==> src/rtl/tfir_pkg.sv <==
package tfir_pkg;

   // Number of stages a valid strobe needs to cover the longest output lag.
   localparam int unsigned VLD_STAGES = 3;

   // The last cell adds one output stage when dual mode is on or its hold bit is set.
   function automatic logic last_stage_extra(input logic dual, input logic hold_last);
      return dual | hold_last;
   endfunction

endpackage

==> src/rtl/tfir_cell.sv <==
module tfir_cell #(
   parameter int unsigned XW         = 12,
   parameter int unsigned HW         = 12,
   parameter int unsigned SW         = 26,
   parameter bit          FORCE_HOLD = 1'b0
) (
   input  logic          clk,
   input  logic          rst_n,
   input  logic          a_load,
   input  logic [XW-1:0] a_in,
   input  logic          b_load,
   input  logic [HW-1:0] b_in,
   input  logic [SW-1:0] c_in,
   input  logic          feed,
   output logic [XW-1:0] a_q,
   output logic [HW-1:0] b_q,
   output logic [SW-1:0] s_out
);
   localparam int unsigned PW = XW + HW;

   logic signed [XW-1:0] a_r;
   logic signed [HW-1:0] b_r;
   logic signed [PW-1:0] p_r;
   logic signed [SW-1:0] c_r;
   logic signed [SW-1:0] s_r;
   logic signed [SW-1:0] p_ext;
   logic signed [SW-1:0] sum;

   // sample and weight registers
   always_ff @(posedge clk or negedge rst_n) begin
      if (!rst_n) begin
         a_r <= '0;
         b_r <= '0;
      end else begin
         if (a_load) a_r <= a_in;
         if (b_load) b_r <= b_in;
      end
   end

   // product, incoming partial sum and outgoing sum registers
   always_ff @(posedge clk or negedge rst_n) begin
      if (!rst_n) begin
         p_r <= '0;
         c_r <= '0;
         s_r <= '0;
      end else begin
         p_r <= a_r * b_r;
         c_r <= c_in;
         s_r <= sum;
      end
   end

   always_comb begin
      p_ext = SW'(p_r);
      sum   = c_r + p_ext;
   end

   generate
      if (FORCE_HOLD) begin : g_hold
         assign s_out = s_r;
      end else begin : g_mux
         assign s_out = feed ? sum : s_r;
      end
   endgenerate

   assign a_q = a_r;
   assign b_q = b_r;

endmodule

==> src/rtl/tfir_vpipe.sv <==
module tfir_vpipe #(
   parameter int unsigned DEPTH = 3
) (
   input  logic             clk,
   input  logic             rst_n,
   input  logic             d,
   output logic [DEPTH-1:0] taps
);
   logic [DEPTH-1:0] q;

   always_ff @(posedge clk or negedge rst_n) begin
      if (!rst_n) q <= '0;
      else        q[0] <= d;
   end

   generate
      for (genvar i = 1; i < DEPTH; i++) begin : g_stage
         always_ff @(posedge clk or negedge rst_n) begin
            if (!rst_n) q[i] <= 1'b0;
            else        q[i] <= q[i-1];
         end
      end
   endgenerate

   assign taps = q;

endmodule

==> src/rtl/tfir_chain.sv <==
module tfir_chain #(
   parameter int unsigned     NTAPS     = 5,
   parameter int unsigned     XW        = 12,
   parameter int unsigned     HW        = 12,
   parameter int unsigned     SW        = 26,
   parameter logic [NTAPS-1:0] HOLD_MASK = '0,
   localparam int unsigned    IW        = (NTAPS > 1) ? $clog2(NTAPS) : 1
) (
   input  logic          clk,
   input  logic          rst_n,
   input  logic          mode_dual,
   input  logic          coef_we,
   input  logic [IW-1:0] coef_idx,
   input  logic [HW-1:0] coef_data,
   input  logic          in_valid,
   input  logic [XW-1:0] x_in,
   output logic [SW-1:0] y_out,
   output logic          y_valid
);
   import tfir_pkg::*;

   generate
      if (NTAPS < 1) begin : g_bad_taps
         $error("tfir_chain: NTAPS must be at least 1");
      end
      if (SW < XW + HW) begin : g_bad_sw
         $error("tfir_chain: SW must hold a full product");
      end
   endgenerate

   logic [SW-1:0]       s_vec [NTAPS];
   logic [NTAPS*XW-1:0] a_flat;
   logic [NTAPS*HW-1:0] coef_flat;
   logic [VLD_STAGES-1:0] vtaps;
   logic                feed;

   assign feed = ~mode_dual;

   // one cell per weight; weight index k, h(NTAPS-1) heads the chain
   generate
      for (genvar k = 0; k < NTAPS; k++) begin : g_tap
         logic          wr;
         logic [SW-1:0] c_src;

         assign wr = coef_we && (coef_idx == IW'(k));

         if (k == NTAPS - 1) begin : g_head
            assign c_src = '0;
         end else begin : g_link
            assign c_src = s_vec[k+1];
         end

         tfir_cell #(
            .XW        (XW),
            .HW        (HW),
            .SW        (SW),
            .FORCE_HOLD(HOLD_MASK[k])
         ) cell_i (
            .clk   (clk),
            .rst_n (rst_n),
            .a_load(in_valid),
            .a_in  (x_in),
            .b_load(wr),
            .b_in  (coef_data),
            .c_in  (c_src),
            .feed  (feed),
            .a_q   (a_flat[k*XW +: XW]),
            .b_q   (coef_flat[k*HW +: HW]),
            .s_out (s_vec[k])
         );
      end
   endgenerate

   tfir_vpipe #(.DEPTH(VLD_STAGES)) vpipe_i (
      .clk  (clk),
      .rst_n(rst_n),
      .d    (in_valid),
      .taps (vtaps)
   );

   assign y_out   = s_vec[0];
   assign y_valid = last_stage_extra(mode_dual, HOLD_MASK[0]) ? vtaps[2] : vtaps[1];

endmodule

==> config.mk <==
export PLATFORM = sky130hd
export DESIGN_NAME = tfir_chain
export DESIGN_NICKNAME = d
export VERILOG_FILES = /design/src/rtl/tfir_pkg.sv /design/src/rtl/tfir_cell.sv /design/src/rtl/tfir_vpipe.sv /design/src/rtl/tfir_chain.sv
export SDC_FILE = /design/constraint.sdc
export NUM_CORES = 2
export LEC_CHECK = 0
export BUFFER_PORTS_ARGS = -buffer_cell sky130_fd_sc_hd__buf_2
export CAP_MARGIN = 20
export CORE_MARGIN = 1
export CORE_UTILIZATION = 45
export DETAILED_ROUTE_END_ITERATION = 16
export GPL_ROUTABILITY_DRIVEN = 0
export GPL_TIMING_DRIVEN = 0
export SYNTH_ARGS = -nofsm -noshare
export SYNTH_HDL_FRONTEND = slang
export SYNTH_HIERARCHICAL = 1
export SYNTH_SLANG_ARGS = --single-unit
==> constraint.sdc <==
create_clock -name clk -period 6.1 [get_ports clk]
set_input_delay 1.22 -clock clk [delete_from_list [all_inputs] [get_ports clk]]
set_output_delay 1.22 -clock clk [all_outputs]
set_load 0.03 [all_outputs]
==> impl_metrics.yaml <==
critical_path:
  r2r_cells: 19
  cp_data_required_time_ps: 6610
  worstSetupPathType: "reg -> reg"
  start_kind: "register"
  critPathArrivalTime_ps: 6450
  path_max_fanout: 10
  end_kind: "register"
global_route:
  grt_max_degree: 125
  track_usage: 0.219
  grt-ovfl-total: 0
  antenna_found_initial: 19
  grt_first_pass_wirelength_um: 191000
  grt_pass1_vias: 34958
clocking:
  numClockSinks: 503
  cts_tree: "done"
  ctsLongestPathBuffers: 3
  cts_made_buffers: 58
  clk_latency_ps: 640
  clk_pin_slew_ps: 60
  cts_root_buffer: "clkbuf_16"
  cts_max_level: 2
yosys:
  synth_compound_area_frac: 0.0788
  ys_seq_elements: 503
  netlist_instances: 4823
  synthAdderAreaFrac: 0.378
  synth_edf_count: 0
  ys_seq_area_frac: 0.255
  synth_area_leaders: "fa_1, dfrtp_1, ha_1"
  async_reset_ff_frac: 1.00
  synthesis.area_um2: 49300
  synth-simple-area-share: 0.108
  synth_top_family_by_area: "adder cells"
  synth_top_area_share: 0.282
  ys.flop_type: "dfrtp_1"
  yosys.area.top_type: "fa_1"
  yosysWarnings: 6
  ys_types: 105
  synthXorXnorAreaFrac: 0.0403
  muxShareOfSynthArea: 0.0549
  postSynthAreaPerCell_um2: 10.2
status:
  status: "finished, final reports clean"
floorplan:
  io_pins: 59
  fp.dieW_um: 333
  dieArea_um2: 111000
  start_util: 0.453
  core_area_um2: 109000
  die_y_um: 333
  row_count: 121
flow_run:
  max_cap_viol_count: 0
routing:
  dr.pass1.iters: 5
  drt-initial-drc-count: 1615
  vias: 32686
  ant_nets: 0
  avgViaCountPerCell: 5.10
  drc: 0
  post_drt_wl_per_cell_um: 17.9
  finalWirelength_um: 115000
timing:
  skew_ps: 29.7
  period_share: 0.974
  relSlewSlack: 0.407
  setup_viol: 0
  worstMarginPinSlew_ps: 883
  hold_violations: 0
  whs_ps: 356
  drv_slew: 0
  finalCriticalPeriod_ps: 5940
  setup_slack_ps: 159
  fmax_ghz: 0.168
cells_and_area:
  most-common-layout-cells: "inv_1, fa_1, nand2_1, dfrtp_1, ha_1"
  final_common_cell: "inv_1"
  nets: 6056
  synthToLayoutAreaGrowth_pct: 9.34
  fill_cells: 10091
  drive_above_1_share: 0.114
placed_design:
  dp_hpwl_um: 93700
  dpl_worst_slack_ps: -571
  portBuffers: 58
min_path:
  min_path_cells: 0
  hold_class: "reg -> reg"
==> path summary, 6_finish.rpt <==
check | slack (ps) | from | endpoint
worst max register to register | 160 | g_tap[2].cell_i/b_q[7]$_DFFE_PN0P_ | g_tap[2].cell_i/p_r[22]$_DFF_PN0_
min in group asynchronous | 540 | rst_n | g_tap[0].cell_i/p_r[6]$_DFF_PN0_
max in group asynchronous | 4070 | rst_n | g_tap[4].cell_i/p_r[17]$_DFF_PN0_
worst min-delay path | 360 | vpipe_i/taps[0]$_DFF_PN0_ | vpipe_i/taps[1]$_DFF_PN0_
worst min register to register | 360 | vpipe_i/taps[0]$_DFF_PN0_ | vpipe_i/taps[1]$_DFF_PN0_
worst max-delay path | 160 | g_tap[2].cell_i/b_q[7]$_DFFE_PN0P_ | g_tap[2].cell_i/p_r[22]$_DFF_PN0_
==> state kept, by name (all words and copies together) (netlist names) <==
register and flops:
g_tap.cell_i/s_r 130, g_tap.cell_i/c_r 130, vpipe_i/taps 3, g_tap.cell_i/a_q 60, g_tap.cell_i/p_r 120, g_tap.cell_i/b_q 60
==> what timing repair did <==
item,in CTS,in global routing
hold buffers,0,0
setup endpoints to repair,11,20
pin swaps,2,8
gates resized for setup,35,132
buffers inserted,0,3
==> through the flow <==
stage / std cells / TNS [ps] / utilization / area [um^2]
after floorplan: 4848 / 0 / - / 49400
after global placement: 6320 / -3305350 / 0.473 / 51500
after detailed placement: 6324 / -3030 / 0.474 / 51600
after CTS: 6420 / -53.8 / 0.494 / 53800
after global routing: 6412 / -23.1 / 0.496 / 54000
final: 6412 / 0 / 0.496 / 54000
==> layer usage <==
layer	vias up	global-route usage	part of all wire
met3	181	0.0229	0.040
met5	-	0	0
met4	0	0.0893	0.043
li1	15318	-	-
met1	16547	0.286	0.43
met2	640	0.372	0.49
==> cell type report <==
class	count	area, um^2	area share
sequential	503	12600	0.234
tap	1414	1770	0.0328
multi-input combinational	3243	32900	0.609
clock inverter	39	512	0.00949
buffer	126	604	0.0112
antenna	2	5.00	0.0000928
inverter	952	3580	0.0664
clock buffer	68	1570	0.0291
timing repair buffer	65	433	0.00802
==> cell usage after synthesis (34+ instances only) <==
cell / number
nor3_1: 37
ha_1: 380
nand2_1: 536
mux2_2: 227
xor2_1: 42
and2_1: 212
dfrtp_1: 503
o21a_1: 34
nand2b_1: 38
clkbuf_1: 129
a21o_1: 70
xnor2_1: 185
nor2b_1: 38
o21ai_0: 79
a21oi_1: 157
nor2_1: 148
inv_1: 947
fa_1: 695
==> cells by family (layout without fill, tap and decap cells) <==
family / after synthesis / in the layout
AOI/OAI and AO/OA: 553 / 553
xor gates and xnor gates: 227 / 227
adders and majority gates: 1075 / 1075
buffers and inverters: 1102 / 1250
DFF: 503 / 503
muxes: 240 / 240
other: 1 / 28
and+or+nand+nor: 1122 / 1122
==> worst max-delay path, cell delays in order (launching register included) <==
cell and delay [ps]:
dfrtp_2 450, buf_4 190, and2_1 160, fa_1 520, inv_1 60, fa_1 530, inv_1 50, fa_1 490
fa_1 510, inv_1 60, fa_1 480, inv_1 50, ha_1 220, or3_4 370, o31ai_4 330, a2111oi_4 150
or4_4 550, a31o_1 250, a21oi_4 180, xnor2_4 210
Power is left out: the tool's default activity adds up to more than one toggle a clock period on the data nets, which glitch-free logic cannot reach.
